===== src/rtl/irq_route_engine.sv =====
module irq_route_engine #(
  parameter int NPINS = 24,
  parameter logic [31:0] ADDR_BASE = 32'hFEE0_0000
) (
  input  logic               clk,
  input  logic               rst_n,
  input  logic [NPINS-1:0]   irq_in,
  input  logic [NPINS-1:0]   cfg_mask,
  input  logic [NPINS-1:0]   cfg_level,
  input  logic [NPINS-1:0]   cfg_dest_mode,
  input  logic [NPINS*3-1:0] cfg_dlv,
  input  logic [NPINS*8-1:0] cfg_vector,
  input  logic [NPINS*16-1:0] cfg_dest,
  input  logic [7:0]         ext_vector,
  input  logic               eoi_valid,
  input  logic [7:0]         eoi_vector,
  output logic               msg_valid,
  input  logic               msg_ready,
  output logic [31:0]        msg_addr,
  output logic [31:0]        msg_data,
  output logic [NPINS-1:0]   irr_o,
  output logic [NPINS-1:0]   remote_o
);
  localparam int IW = $clog2(NPINS);
  localparam logic [2:0] DLV_EXT = 3'b111;

  logic [NPINS-1:0] sync1, sync2, lvl, lvl_q, rise;
  logic [NPINS-1:0] irr, remote, elig, eoi_hit, pick_oh;
  logic [IW-1:0]    sel;
  logic             found, load;

  always_ff @(posedge clk) begin
    if (!rst_n) begin
      sync1 <= '0;
      sync2 <= '0;
      lvl_q <= '0;
    end else begin
      sync1 <= irq_in;
      sync2 <= sync1;
      lvl_q <= lvl;
    end
  end

  always_comb begin
    lvl    = sync2;
    lvl[0] = 1'b0;
    lvl[2] = sync2[2] | sync2[0];
  end

  assign rise = lvl & ~lvl_q;
  assign elig = irr & ~cfg_mask & ~(cfg_level & remote);

  genvar p;
  generate
    for (p = 0; p < NPINS; p++) begin : g_eoi
      assign eoi_hit[p] = eoi_valid && remote[p] && (cfg_vector[p*8 +: 8] == eoi_vector);
    end
  endgenerate

  always_comb begin
    sel = '0;
    for (int i = NPINS - 1; i >= 0; i--)
      if (elig[i]) sel = IW'(i);
  end

  assign found   = |elig;
  assign load    = found && (!msg_valid || msg_ready);
  assign pick_oh = load ? (NPINS'(1) << sel) : '0;

  always_ff @(posedge clk) begin
    if (!rst_n) begin
      irr    <= '0;
      remote <= '0;
    end else begin
      for (int i = 0; i < NPINS; i++) begin
        if (cfg_level[i]) irr[i] <= lvl[i];
        else              irr[i] <= (irr[i] & ~pick_oh[i]) | (rise[i] & ~cfg_mask[i]);
      end
      remote <= ((remote & ~eoi_hit) | pick_oh) & cfg_level;
    end
  end

  logic [7:0]  sel_vec;
  logic [2:0]  sel_dlv;
  logic [15:0] sel_dest;

  assign sel_dlv  = cfg_dlv[sel*3 +: 3];
  assign sel_dest = cfg_dest[sel*16 +: 16];
  assign sel_vec  = (sel_dlv == DLV_EXT) ? ext_vector : cfg_vector[sel*8 +: 8];

  always_ff @(posedge clk) begin
    if (!rst_n) begin
      msg_valid <= 1'b0;
      msg_addr  <= '0;
      msg_data  <= '0;
    end else if (load) begin
      msg_valid <= 1'b1;
      msg_addr  <= ADDR_BASE | (32'(sel_dest) << 4) | (32'(cfg_dest_mode[sel]) << 2);
      msg_data  <= {16'h0, cfg_level[sel], 4'h0, sel_dlv, sel_vec};
    end else if (msg_ready) begin
      msg_valid <= 1'b0;
    end
  end

  assign irr_o    = irr;
  assign remote_o = remote;
endmodule


===== config.mk =====
export PLATFORM = sky130hd
export DESIGN_NAME = irq_route_engine
export DESIGN_NICKNAME = d
export VERILOG_FILES = /design/src/rtl/irq_route_engine.sv
export SDC_FILE = /design/constraint.sdc
export NUM_CORES = 1
export LEC_CHECK = 0
export BUFFER_PORTS_ARGS = -buffer_cell sky130_fd_sc_hd__buf_4
export CORE_AREA = 4 4 341 343
export CTS_CLUSTER_SIZE = 24
export DETAILED_ROUTE_END_ITERATION = 8
export DIE_AREA = 0 0 345 347
export SLEW_MARGIN = 20
export SYNTH_ARGS = -nofsm -noshare
export SYNTH_HDL_FRONTEND = slang
export SYNTH_SLANG_ARGS = --single-unit

===== constraint.sdc =====
create_clock -name clk -period 4.6 [get_ports clk]
set_clock_uncertainty 0.15 [all_clocks]
set_input_delay 0 -clock clk [delete_from_list [all_inputs] [get_ports clk]]
set_output_delay 0 -clock clk [all_outputs]
set_load 0.03 [all_outputs]

Word-level counts from Yosys, hierarchy flattened
Cells that the tools add are included.
{"block": "totals", "reg_bits": 165, "latchBits": 0, "mem_bits_rw": 0, "mem_bits_ro": 0, "inputBits": 764, "output_inout_bits": 113, "wordCells": 284, "mem_count": 0}
{"block": "op_classes", "addsub": 0, "multipliers": 1, "div": 0, "magnitude_cmp": 1, "n_eq_ne": 25, "n_shift": 4, "n_mux": 55, "n_bitwise": 134, "n_reduce_logical": 54}
{"op": "384-bit by 10-bit indexed part select with 16-bit output", "count": 1}
{"op": "8-bit == test", "count": 24}
{"op": "192-bit by 9-bit indexed part select with 8-bit output", "count": 1}
{"op": "24-bit AND", "count": 6}
{"op": "5-bit two-way mux", "count": 24}
{"op": "24-bit NOT", "count": 4}
{"op": "72-bit by 8-bit indexed part select with 3-bit output", "count": 1}
{"op": "1-bit logical AND", "count": 49}
{"op": "1-bit NOT", "count": 49}
{"op": "1-bit AND", "count": 48}
{"op": "32-bit by 3-bit bitwise OR with 32-bit output", "count": 1}
{"op": "1-bit two-way mux", "count": 27}
{"op": "1-bit bitwise OR", "count": 25}
{"op": "24-bit two-way mux", "count": 1}
{"op": "24-bit bitwise OR", "count": 1}
{"op": "24-bit OR reduction", "count": 1}
{"op": "1-bit by 5-bit left shift with 24-bit output (first input constant)", "count": 1}
{"op": "1-bit binary-select mux with 5-bit select", "count": 2}
{"op": "8-bit two-way mux", "count": 1}
{"op": "5-bit by 2-bit multiplier with 7-bit output (second input constant)", "count": 1}
{"op": "5-bit by 6-bit < comparator with 1-bit output (second input constant)", "count": 1}
{"op": "3-bit == test (second input constant)", "count": 1}
{"op": "2-bit nonzero test", "count": 1}
{"op": "2-bit OR reduction", "count": 1}
{"op": "2 further kinds", "count": 2}

Depth between registers and ports, before layout
Gate-level depths: netlist of run 1.
{"block": "logic_depth", "word_depth": 33, "mapped_depth": 16, "mapped_depth_nobuf": 12}

Worst setup path before layout of run 1
No wires, ideal clock.
{"block": "synth_timing", "kind": "register to register", "start": "register remote[22], in the netlist remote_o[22]", "end": "register msg_data[2]", "t_arrival_ns": 3.146, "required_ns": 4.388, "setup_slack_ns": 1.242, "stages_incl_launch_ff": 14, "synth_period_minus_slack_ns": 3.358, "path_cell_list": "dfxtp_1 -> nand2_1 -> a211o_1 -> a221oi_2 -> o221a_4 -> o21a_4 -> buf_6 -> nor2_1 -> a222oi_1 -> nand3_1 -> a311oi_2 -> nor3_2 -> or4_1 -> nand3_1"}
{"block": "synth_between", "elab_chain_len": 30, "elab_cells_between_ends": 33, "cone_classes": "1 x mul; 1 x eq/ne; 2 x shift; 24 x mux; 3 x bitwise; 2 x reduce/logical"}
{"item": "from (decl)", "line_no": "28", "rtl": "logic [NPINS-1:0] irr, remote, elig, eoi_hit, pick_oh;"}
{"item": "from (signal assigned)", "line_no": "79", "rtl": "remote <= ((remote & ~eoi_hit) | pick_oh) & cfg_level;"}
{"item": "24-bit AND *", "line_no": "51", "rtl": "assign elig = irr & ~cfg_mask & ~(cfg_level & remote);"}
{"item": "24-bit NOT *", "line_no": "51"}
{"item": "24-bit AND *", "line_no": "51"}
{"item": "5-bit two-way mux (23 in series)", "line_no": "63", "rtl": "if (elig[i]) sel = IW'(i);"}
{"item": "5-bit by 2-bit multiplier with 7-bit output", "line_no": "87", "rtl": "assign sel_dlv = cfg_dlv[sel*3 +: 3];"}
{"item": "72-bit by 8-bit indexed part select with 3-bit output", "line_no": "87"}
{"item": "3-bit == test", "line_no": "89", "rtl": "assign sel_vec = (sel_dlv == DLV_EXT) ? ext_vector : cfg_vector[sel*8 +: 8];"}
{"item": "8-bit two-way mux", "line_no": "89"}
{"item": "to (signal assigned)", "line_no": "99", "rtl": "msg_data <= {16'h0, cfg_level[sel], 4'h0, sel_dlv, sel_vec};"}
{"item": "to (decl)", "line_no": "20", "rtl": "output logic [31:0] msg_data,"}
Mark *: on every way between the ends. The rest lies on a longest branch, timed or not.
A chain may end at the register's enable or synchronous reset.

Worst setup path after layout of run 1
{"block": "layout_timing", "start": "register irr[13], in the netlist irr_o[13]", "end": "register msg_addr[12]"}
{"block": "layout_between", "elab_chain_len": 18, "elab_cells_between_ends": 20, "cone_classes": "1 x shift; 14 x mux; 3 x bitwise; 2 x reduce/logical"}
{"item": "from (decl)", "line_no": "28"}
{"item": "from (signal, indexed assignment)", "line_no": "76", "rtl": "if (cfg_level[i]) irr[i] <= lvl[i];"}
{"item": "from (signal, indexed assignment)", "line_no": "77", "rtl": "else irr[i] <= (irr[i] & ~pick_oh[i]) | (rise[i] & ~cfg_mask[i]);"}
{"item": "24-bit AND * (2 in series)", "line_no": "51"}
{"item": "5-bit two-way mux (14 in series)", "line_no": "63"}
{"item": "384-bit by 10-bit indexed part select with 16-bit output", "line_no": "88", "rtl": "assign sel_dest = cfg_dest[sel*16 +: 16];"}
{"item": "32-bit by 3-bit bitwise OR with 32-bit output", "line_no": "98", "rtl": "msg_addr <= ADDR_BASE | (32'(sel_dest) << 4) | (32'(cfg_dest_mode[sel]) << 2);"}
{"item": "to (signal assigned)", "line_no": "98"}
{"item": "to (decl)", "line_no": "19", "rtl": "output logic [31:0] msg_addr,"}
Marks and branches as above.

==> results of run 1 <==
flip-flops by register name, indices dropped and copies added, names as in the netlist:
name / count
lvl_q: 23
remote_o: 24
msg_addr: 18
sync2: 24
msg_valid: 1
msg_data: 12
irr_o: 24
sync1: 24
where the power goes:
| group | internal, mW | switching (mW) | total [mW] |
|---|---|---|---|
| Sequential | 1.40 | 0.0896 | 1.49 |
| Clock | 0.745 | 0.831 | 1.58 |
| Combinational | 1.67 | 2.30 | 3.97 |
critical path, delay by kind of cell (launching register included):
family,cells,cell delay [ps]
AO/OA/AOI/OAI,5,1590
buffers and inverters,1,330
flip-flops,1,350
AND/OR/NAND/NOR,6,1870
Yosys cell counts, types with 4 or more instances:
library cell  count  area [um^2]
a211oi_1          6        45.04
a21boi_0         42        315.3
a21oi_1          46        230.2
a221o_1          94        940.9
a221oi_1         96        840.8
a22oi_1          25        187.7
a32oi_1           4        35.03
and2_1           82        513.0
and3_1            8        50.05
buf_1            27        101.4
buf_2            31        155.2
buf_4            37        277.8
clkbuf_1         86        322.8
dfxtp_1         150         3003
inv_1            12        45.04
mux2_2           10        112.6
nand2_1         113        424.2
nand2b_1          7        43.79
nand3_1          46        230.2
nand3b_1         26        195.2
nand4_1           9        56.30
nor2_1           61        229.0
nor2b_1          11        68.82
nor3_1           53        265.3
nor4_1           26        162.7
o211ai_1          9        67.56
o21ai_0          88        440.4
o221a_2          18        202.7
o221ai_1         65        569.3
o22ai_1          53        331.6
o311ai_0          4        35.03
o41ai_1          12        105.1
or3_1            10        62.56
or4_1             4        30.03
xnor2_1          57        499.2
xor2_1          135         1182
cell families (layout without fill, tap and decap cells):
kind of cell	count (synthesis)	after routing	share of synthesized area (%)
other	1	50	0.02891
buffers and inverters	195	1191	7.128
DFF	150	150	23.15
muxes	10	10	0.8681
and+or+nand+nor	468	469	18.69
xor gates and xnor gates	192	192	12.96
AOI/OAI and AO/OA	606	606	37.17
cell type report:
class / count / area, um^2 / area share [%]
Multi-Input combinational cell: 1302 / 9380 / 38.70
Inverter: 12 / 45.04 / 0.1858
Sequential cell: 150 / 3007 / 12.40
Tap cell: 1512 / 1892 / 7.805
Timing Repair Buffer: 1147 / 9238 / 38.11
Clock inverter: 15 / 190.2 / 0.7846
Clock buffer: 17 / 425.4 / 1.755
Antenna cell: 25 / 62.56 / 0.2581
per-stage QoR:
stage	TNS, ps	worst slack, ps	instance area [um^2]	total power, mW
global route	-13.22	-13.22	24200	7.331
floorplan	0	1242	13060	3.181
finish	0	134.5	24240	7.034
global placement	-185.4	-157.5	21340	5.114
detailed placement	-354.1	-234.3	21370	5.118
CTS	0	12.60	23990	7.024
metal layers:
layer | vias to the layer above | GRT usage [%]
li1 | 8338 | -
met1 | 9293 | 27.19
met2 | 1357 | 28.44
met3 | 197 | 9.021
met4 | 44 | 4.632
met5 | - | 0
worst paths after layout:
path / endpoint / slack, ps / depth (start not counted)
worst min-delay path: msg_addr[17] / 20 / 5
worst min register to register: sync2[0] / 280 / 1
worst max register to register: msg_addr[12] / 130 / 12
worst max-delay path: msg_addr[12] / 130 / 12
timing repair:
| item | in CTS | in global routing |
|---|---|---|
| endpoints found under the hold margin | 99 | 0 |
| pin swaps | 2 | 4 |
| resized for setup | 2 | 20 |
| cloned | 1 | 0 |
| buffers inserted | 4 | 9 |
| hold buffers | 194 | 0 |
| setup endpoints to repair | 4 | 19 |
==> results.json, run 1 <==
{
  "root_buffer": "clkbuf_16",
  "hold_ws_ps": 16.19,
  "grt_max_degree": 69,
  "syn_avg_cell_area_um2": 7.998,
  "wl_met2_um": 51040,
  "peakVddDrop_uv": 146.0,
  "worst_pin_slew_ps": 1060,
  "syn_inst": 1622,
  "hp-start": "cfg_dest[93]",
  "io_pins": 877,
  "period_share_pct": 97.08,
  "layout_commonest_cell": "buf_4",
  "path_cells": "nor2b_1 > and2_4 > nor3_2 > a311o_2 > a21oi_1 > nand2_1 > nand2_8 > buf_4 > a221oi_1 > nor3_1 > o21ai_0 > a21boi_0",
  "drive_gt1_share_pct": 40.26,
  "critPathLaunchType": "register",
  "grt_pass1_vias": 18920,
  "ys_seq_area_share_pct": 23.15,
  "vias": 19230,
  "ys_ff_latch": 150,
  "cts_made_buffers": 17,
  "hold_path_class": "primary input to register",
  "place.gp.congestion": 0.9697,
  "synth_edf_count": 0,
  "dr.pass1.iters": 7,
  "die_w_um": 345,
  "dp_cells": 3915,
  "drc": 0,
  "setup_viol": 0,
  "r2r_start": "irr_o[13]",
  "cts.clk_slew.worst_paths_ps": 90,
  "startpoint": "irr_o[13]",
  "cp_slowest_stage_delay_ps": 470,
  "crit_fanout": 25,
  "cts_max_level": 4,
  "core_um2": 113600,
  "area_growth_pct": 86.85,
  "synth_flop_cell": "dfxtp_1",
  "wl_met1_um": 56150,
  "maxCapViolCount": 0,
  "worstSetupEndpointType": "register",
  "wl_um": 126700,
  "nets": 3394,
  "synth_async_sr_flop_share_pct": 0,
  "die-area_um2": 119700,
  "status": "completed",
  "ant_nets": 0,
  "cp.required_ps": 4870,
  "timing.critical_path.arrival_ps": 4730,
  "cts_num_sinks": 150,
  "grt_overflow_total": 0,
  "port_buffers": 851,
  "mostFrequentLayoutCells": "941 x buf_4, 194 x dlygate4sd3_1, 147 x dfxtp_1, 135 x xor2_1, 110 x nand2_1",
  "final_util_pct": 21.34,
  "ys_types": 76,
  "critPathKind": "register to register",
  "route.met3.wl_um": 15880,
  "fmax_mhz": 223.9,
  "top_layer": "met5",
  "synth.cell_area_um2": 12970,
  "p_leak_nw": 9.940,
  "clock_latency_ps": 490,
  "clk_path_buf_depth": 2,
  "dieHeight_um": 347,
  "min_period_ps": 4466,
  "wire_per_inst_um": 30.31,
  "finalHoldViolCount": 0,
  "ys_warn_count": 0,
  "antenna_found_initial": 55,
  "finalNonFillerCells": 4180,
  "post-dp-hpwl_um": 106300,
  "power_density_nw_per_um2": 290.2,
  "grt_pass1_wl_um": 166100,
  "initial_core_util_pct": 11.42,
  "grt_usage_pct": 19.92,
  "slew_headroom_pct": 28.57,
  "cpMaxStageDelayCell": "a311o_2",
  "slew_violations": 0,
  "via_per_inst": 4.600,
  "drt_iter0_drc": 2081,
  "fillers": 12760,
  "rsz0062_at_grt": "true",
  "cts_tree": "built",
  "rows": 124
}
No activity file was read; power rests on OpenSTA's default activity.
==> run 2, diff against run 1 <==
--- a/config.mk
+++ b/config.mk
@@ -6,10 +6,10 @@
 export NUM_CORES = 1
 export LEC_CHECK = 0
 export BUFFER_PORTS_ARGS = -buffer_cell sky130_fd_sc_hd__buf_4
-export CORE_AREA = 4 4 341 343
+export CORE_AREA = 4 4 338 340
 export CTS_CLUSTER_SIZE = 24
 export DETAILED_ROUTE_END_ITERATION = 8
-export DIE_AREA = 0 0 345 347
+export DIE_AREA = 0 0 342 344
 export SLEW_MARGIN = 20
 export SYNTH_ARGS = -nofsm -noshare
 export SYNTH_HDL_FRONTEND = slang
==> constraint.sdc (replaced) <==
create_clock -name clk -period 4.35 [get_ports clk]
set_clock_uncertainty 0.15 [all_clocks]
set_input_delay 0 -clock clk [delete_from_list [all_inputs] [get_ports clk]]
set_output_delay 0 -clock clk [all_outputs]
set_load 0.03 [all_outputs]
==> run 2 against run 1 <==
  * Sequential share of layout area fell by 0.24 points
  * Maximum frequency grew 4.9%
  * Design area up 1.9%
  * First-iteration DRC count is 5.2% higher
  * Routed wire length shrank 3.7%
  * Critical path type unchanged
  * Largest cell class is now buffers
==> results.json, run 2 (synthesized netlist as in run 1, its figures left out) <==
{
  "dieHeight_um": 344,
  "worst_pin_slew_ps": 941.2,
  "slew_violations": 0,
  "power_density_nw_per_um2": 301.2,
  "grt_max_degree": 81,
  "p_leak_nw": 10.17,
  "root_buffer": "clkbuf_16",
  "cts_max_level": 4,
  "hold_path_class": "primary input to register",
  "setup_viol": 0,
  "port_buffers": 851,
  "layout_commonest_cell": "buf_4",
  "grt_usage_pct": 19.38,
  "maxCapViolCount": 0,
  "area_growth_pct": 90.32,
  "setup_slack_ps": 94.41,
  "core_um2": 111600,
  "dp_slack_ps": -189.7,
  "mostFrequentLayoutCells": "943 x buf_4, 221 x dlygate4sd3_1, 150 x dfxtp_1, 135 x xor2_1, 110 x nand2_1",
  "min_period_ps": 4256,
  "io_pins": 877,
  "cts_made_buffers": 17,
  "p_clk_share_pct": 22.1,
  "cts.clk_slew.worst_paths_ps": 80,
  "vias": 19350,
  "cpMaxStageDelayCell": "nor3_2",
  "via_per_inst": 4.598,
  "worstSetupEndpointType": "register",
  "cp_slowest_stage_delay_ps": 720,
  "wl_um": 122000,
  "drt_iter0_drc": 2190,
  "grt_pass1_vias": 18710,
  "die_w_um": 342,
  "rows": 123,
  "wire_per_inst_um": 29.00,
  "timing.critical_path.arrival_ps": 4520,
  "cp.required_ps": 4620,
  "p_seq_share_pct": 20.8,
  "setup_tns_ps": 0,
  "die-area_um2": 117600,
  "grt_pass1_wl_um": 158300,
  "critPathLaunchType": "register",
  "critPathKind": "register to register",
  "cts_num_sinks": 150,
  "dr.pass1.iters": 6,
  "grt_overflow_total": 0,
  "slew_headroom_pct": 36.68,
  "path_cells": "nand2_1 > a211o_1 > a221oi_4 > o221a_4 > o21ai_4 > buf_4 > o21ai_4 > buf_12 > buf_12 > buf_6 > a221oi_1 > nor3_2 > o21ai_0 > a21boi_0",
  "post-dp-hpwl_um": 102600,
  "fmax_mhz": 235.0,
  "crit_fanout": 30,
  "cts_tree": "built",
  "switchingPower_mw": 3.362,
  "fillers": 12430,
  "finalHoldViolCount": 0,
  "critPathTopFamily": "compound AO/OA/AOI/OAI gates",
  "place.gp.congestion": 0.9434,
  "clock_latency_ps": 490,
  "finalPower_mw": 7.436,
  "switching_share_pct": 45.21,
  "initial_core_util_pct": 11.63,
  "peakVddDrop_uv": 167.5,
  "clk_path_buf_depth": 2,
  "drive_gt1_share_pct": 39.92,
  "crit_buf_inv": 4,
  "nets": 3434,
  "ant_nets": 0,
  "status": "completed",
  "antenna_found_initial": 46,
  "drc": 0,
  "internal_power_mw": 4.074,
  "period_share_pct": 97.83,
  "p_comb_share_pct": 57.1
}
## run 2: worst register-to-register path, cell delays in order (launching register included)
cell and delay, ps:
dfxtp_1 380, nand2_1 120, a211o_1 370, a221oi_4 360, o221a_4 320, o21ai_4 130, buf_4 200, o21ai_4 160
buf_12 190, buf_12 230, buf_6 300, a221oi_1 170, nor3_2 720, o21ai_0 200, a21boi_0 200
## run 2: area by class of cell
cell class / count / area [um^2] / area share (%)
Timing Repair Buffer: 1188 / 9763 / 39.54
Multi-Input combinational cell: 1301 / 9324 / 37.77
Sequential cell: 150 / 3003 / 12.16
Tap cell: 1500 / 1877 / 7.602
Clock buffer: 17 / 425.4 / 1.723
Clock inverter: 15 / 188.9 / 0.7653
Antenna cell: 25 / 62.56 / 0.2534
Inverter: 12 / 45.04 / 0.1824
## run 2: layer usage
metal	part of all wire [%]	GRT usage, %	wire length (um)	vias up
met2	40	27.51	49180	1349
li1	-	-	-	8424
met3	11	6.863	13740	207
met1	46	27.60	55820	9349
met4	2.6	4.724	3159	20
met5	0.11	0.5310	130	-
## run 2: power by group through the flow
stage | sequential, mW | combinational (mW) | clock, mW
CTS | 1.55 | 4.15 | 1.73
global placement | 1.58 | 3.91 | 0
detailed placement | 1.58 | 3.91 | 0
finish | 1.55 | 4.25 | 1.64
floorplan | 1.71 | 1.65 | 0
global route | 1.56 | 4.46 | 1.76
## run 2: timing repair
| item | in CTS | in global routing |
|---|---|---|
| endpoints found under the setup margin | 3 | 26 |
| hold endpoints to repair | 126 | 0 |
| pin swaps | 0 | 5 |
| hold buffers | 221 | 0 |
| gates resized for setup | 4 | 11 |
| buffers inserted | 0 | 11 |
## run 2: through the flow
step	hold slack [ps]	utilization, %	std cells	area (um^2)
after floorplan	-77.24	-	1646	13060
after global placement	62.01	19.35	3919	21590
after detailed placement	61.50	19.36	3919	21600
after CTS	0.6232	21.90	4172	24440
after global routing	60.13	22.09	4191	24650
final	39.90	22.13	4208	24690
## run 2: final timing paths
path | from | endpoint | slack [ps] | depth (start not counted)
hold reg to reg | sync1[6] | sync2[6] | 290 | 1
hold / removal | cfg_dest[372] | msg_addr[8] | 40 | 5
setup reg to reg | remote_o[22] | msg_addr[5] | 90 | 14
setup / recovery | remote_o[22] | msg_addr[5] | 90 | 14
==> run 3, diff against run 2 <==
--- a/config.mk
+++ b/config.mk
@@ -5,11 +5,11 @@
 export SDC_FILE = /design/constraint.sdc
 export NUM_CORES = 1
 export LEC_CHECK = 0
-export BUFFER_PORTS_ARGS = -buffer_cell sky130_fd_sc_hd__buf_4
-export CORE_AREA = 4 4 338 340
+export CORE_AREA = 4 4 341 343
 export CTS_CLUSTER_SIZE = 24
 export DETAILED_ROUTE_END_ITERATION = 8
-export DIE_AREA = 0 0 342 344
+export DIE_AREA = 0 0 345 347
+export DONT_BUFFER_PORTS = 1
 export SLEW_MARGIN = 20
 export SYNTH_ARGS = -nofsm -noshare
 export SYNTH_HDL_FRONTEND = slang
==> run 3 against run 2 <==
  * The run now ends with negative hold slack left
  * Via count is 13% lower
  * Combinational power is 25% lower
  * Largest cell class is now multi-input gates
  * Non-clock buffer count is 743 lower
  * Critical path type unchanged
==> results.json, run 3 (synthesized netlist as in run 1, its figures left out) <==
{
  "status": "finished, violations left",
  "violations": "negative hold slack",
  "finalPower_mw": 6.646,
  "place.gp.congestion": 0.9310,
  "r2r_slack_ps": 150,
  "critPathTopFamily": "compound AO/OA/AOI/OAI gates",
  "worstSetupEndpointType": "register",
  "p_seq_share_pct": 27.0,
  "critPathKind": "register to register",
  "antenna_found_initial": 53,
  "endpoint": "msg_addr[10]",
  "peakVddDrop_uv": 160.5,
  "mostFrequentLayoutCells": "325 x dlygate4sd3_1, 149 x dfxtp_1, 135 x xor2_1, 110 x nand2_1, 103 x buf_4",
  "p_comb_share_pct": 48.2,
  "internal_power_mw": 3.568,
  "crit_path_frequent_cell": "buf_12",
  "holdPathStages": 4,
  "drc": 0,
  "grt_max_degree": 137,
  "core_um2": 113600,
  "grt_pass1_vias": 15860,
  "port_buffers": 0,
  "p_clk_share_pct": 24.8,
  "slew_violations": 0,
  "grt_overflow_total": 0,
  "fmax_mhz": 238.0,
  "drive_gt1_share_pct": 11.75,
  "cts_max_level": 4,
  "p_leak_nw": 6.495,
  "worstReg2RegEnd": "msg_addr[10]",
  "final_util_pct": 17.01,
  "ant_nets": 0,
  "power_density_nw_per_um2": 344.1,
  "post-dp-hpwl_um": 100500,
  "critPathLaunchType": "register",
  "die-area_um2": 119700,
  "io_pins": 877,
  "worst_pin_slew_ps": 1061,
  "vias": 16780,
  "fillers": 12910,
  "wl_um": 124000,
  "path_depth": 15,
  "cts_made_buffers": 17,
  "rows": 124,
  "rsz0062_at_grt": "false",
  "clock_latency_ps": 490,
  "initial_core_util_pct": 11.42,
  "path_cells": "nor2b_1 > and2_1 > o311ai_4 > a311o_2 > nand3_2 > nor2_4 > buf_12 > buf_12 > a221o_1 > a221oi_1 > dlygate4sd3_1 > nor3_1 > o21ai_0 > buf_4 > a21boi_0",
  "drt_iter0_drc": 2227,
  "area_growth_pct": 48.90,
  "slew_headroom_pct": 28.53,
  "setup_slack_ps": 148.7,
  "clk_path_buf_depth": 2,
  "cpMaxStageDelayCell": "dlygate4sd3_1",
  "period_share_pct": 96.58,
  "crit_buf_inv": 4,
  "min_period_ps": 4201,
  "layout_commonest_cell": "dlygate4sd3_1",
  "finalHoldViolCount": 3,
  "nets": 2691,
  "r2r_cells": 15,
  "root_buffer": "clkbuf_16",
  "switchingPower_mw": 3.078,
  "cp.required_ps": 4580,
  "cp_slowest_stage_delay_ps": 620,
  "setup_viol": 0,
  "die_w_um": 345,
  "via_per_inst": 4.818,
  "dieHeight_um": 347,
  "r2r_start": "irr_o[21]",
  "maxCapViolCount": 0,
  "grt_pass1_wl_um": 158900,
  "cts_num_sinks": 150,
  "cts.clk_slew.worst_paths_ps": 80,
  "switching_share_pct": 46.32,
  "startpoint": "irr_o[21]",
  "dp_slack_ps": -139.9,
  "hold_path_class": "primary input to register",
  "crit_fanout": 43,
  "wire_per_inst_um": 35.61,
  "timing.critical_path.arrival_ps": 4440,
  "dr.pass1.iters": 9,
  "grt_usage_pct": 19.52,
  "hold_ws_ps": -65.25,
  "cts_tree": "built"
}
==> run 3: per-stage QoR <==
step / std cells / TNS, ps / instance area, um^2
2_1_floorplan: 1646 / 0 / 13060
3_3_place_gp: 3094 / -142.3 / 15260
3_5_place_dp: 3094 / -228.9 / 15260
4_1_cts: 3452 / 0 / 19170
5_1_grt: 3463 / 0 / 19270
6_report: 3482 / 0 / 19320
==> run 3: final cells by class <==
type                       instances  area (um^2)  share of cell area [%]
sequential                       150         3007                   15.57
multi-input combinational       1301         9324                   48.27
inverter                          12        45.04                  0.2332
clock inverter                    15        182.7                  0.9457
antenna                           30        75.07                  0.3887
timing repair buffer             445         4365                   22.60
clock buffer                      17        425.4                   2.202
tap                             1512         1892                   9.794
==> run 3: worst min-delay path by stage <==
| stage | startpoint | endpoint |
|---|---|---|
| after CTS | cfg_level[2] | msg_data[15] |
| after floorplan | cfg_level[0] | irr_o[0] |
| final | cfg_dest_mode[4] | msg_addr[2] |
| after global routing | cfg_dest_mode[4] | msg_addr[2] |
| after detailed placement | cfg_level[0] | irr_o[0] |
| after global placement | cfg_level[0] | irr_o[0] |
==> run 3: per-layer routing <==
metal	GRT usage (%)	share of wire [%]	vias to the layer above
met3	10.50	14	213
met4	5.342	3.0	20
met2	27.33	40	1348
met1	25.76	43	8256
met5	0	0.098	-
li1	-	-	6938
==> run 3: timing repair <==
action	in CTS	in global routing
endpoints found under the hold margin	150	0
resized for setup	3	15
hold buffers	326	0
endpoints found under the setup margin	2	25
buffers inserted	0	0
pin swaps	0	1
==> run 3: worst min-delay path, delay by kind of cell <==
family	cells	cell delay (ps)
AO/OA/AOI/OAI	3	370
AND/OR/NAND/NOR	1	160
==> run 3: power groups by stage <==
stage	Sequential, mW	Clock, mW	Combinational [mW]
2_1_floorplan	1.71	0	1.65
3_3_place_gp	1.84	0	2.69
3_5_place_dp	1.84	0	2.70
4_1_cts	1.81	1.72	3.16
5_1_grt	1.81	1.76	3.39
6_report	1.79	1.65	3.20
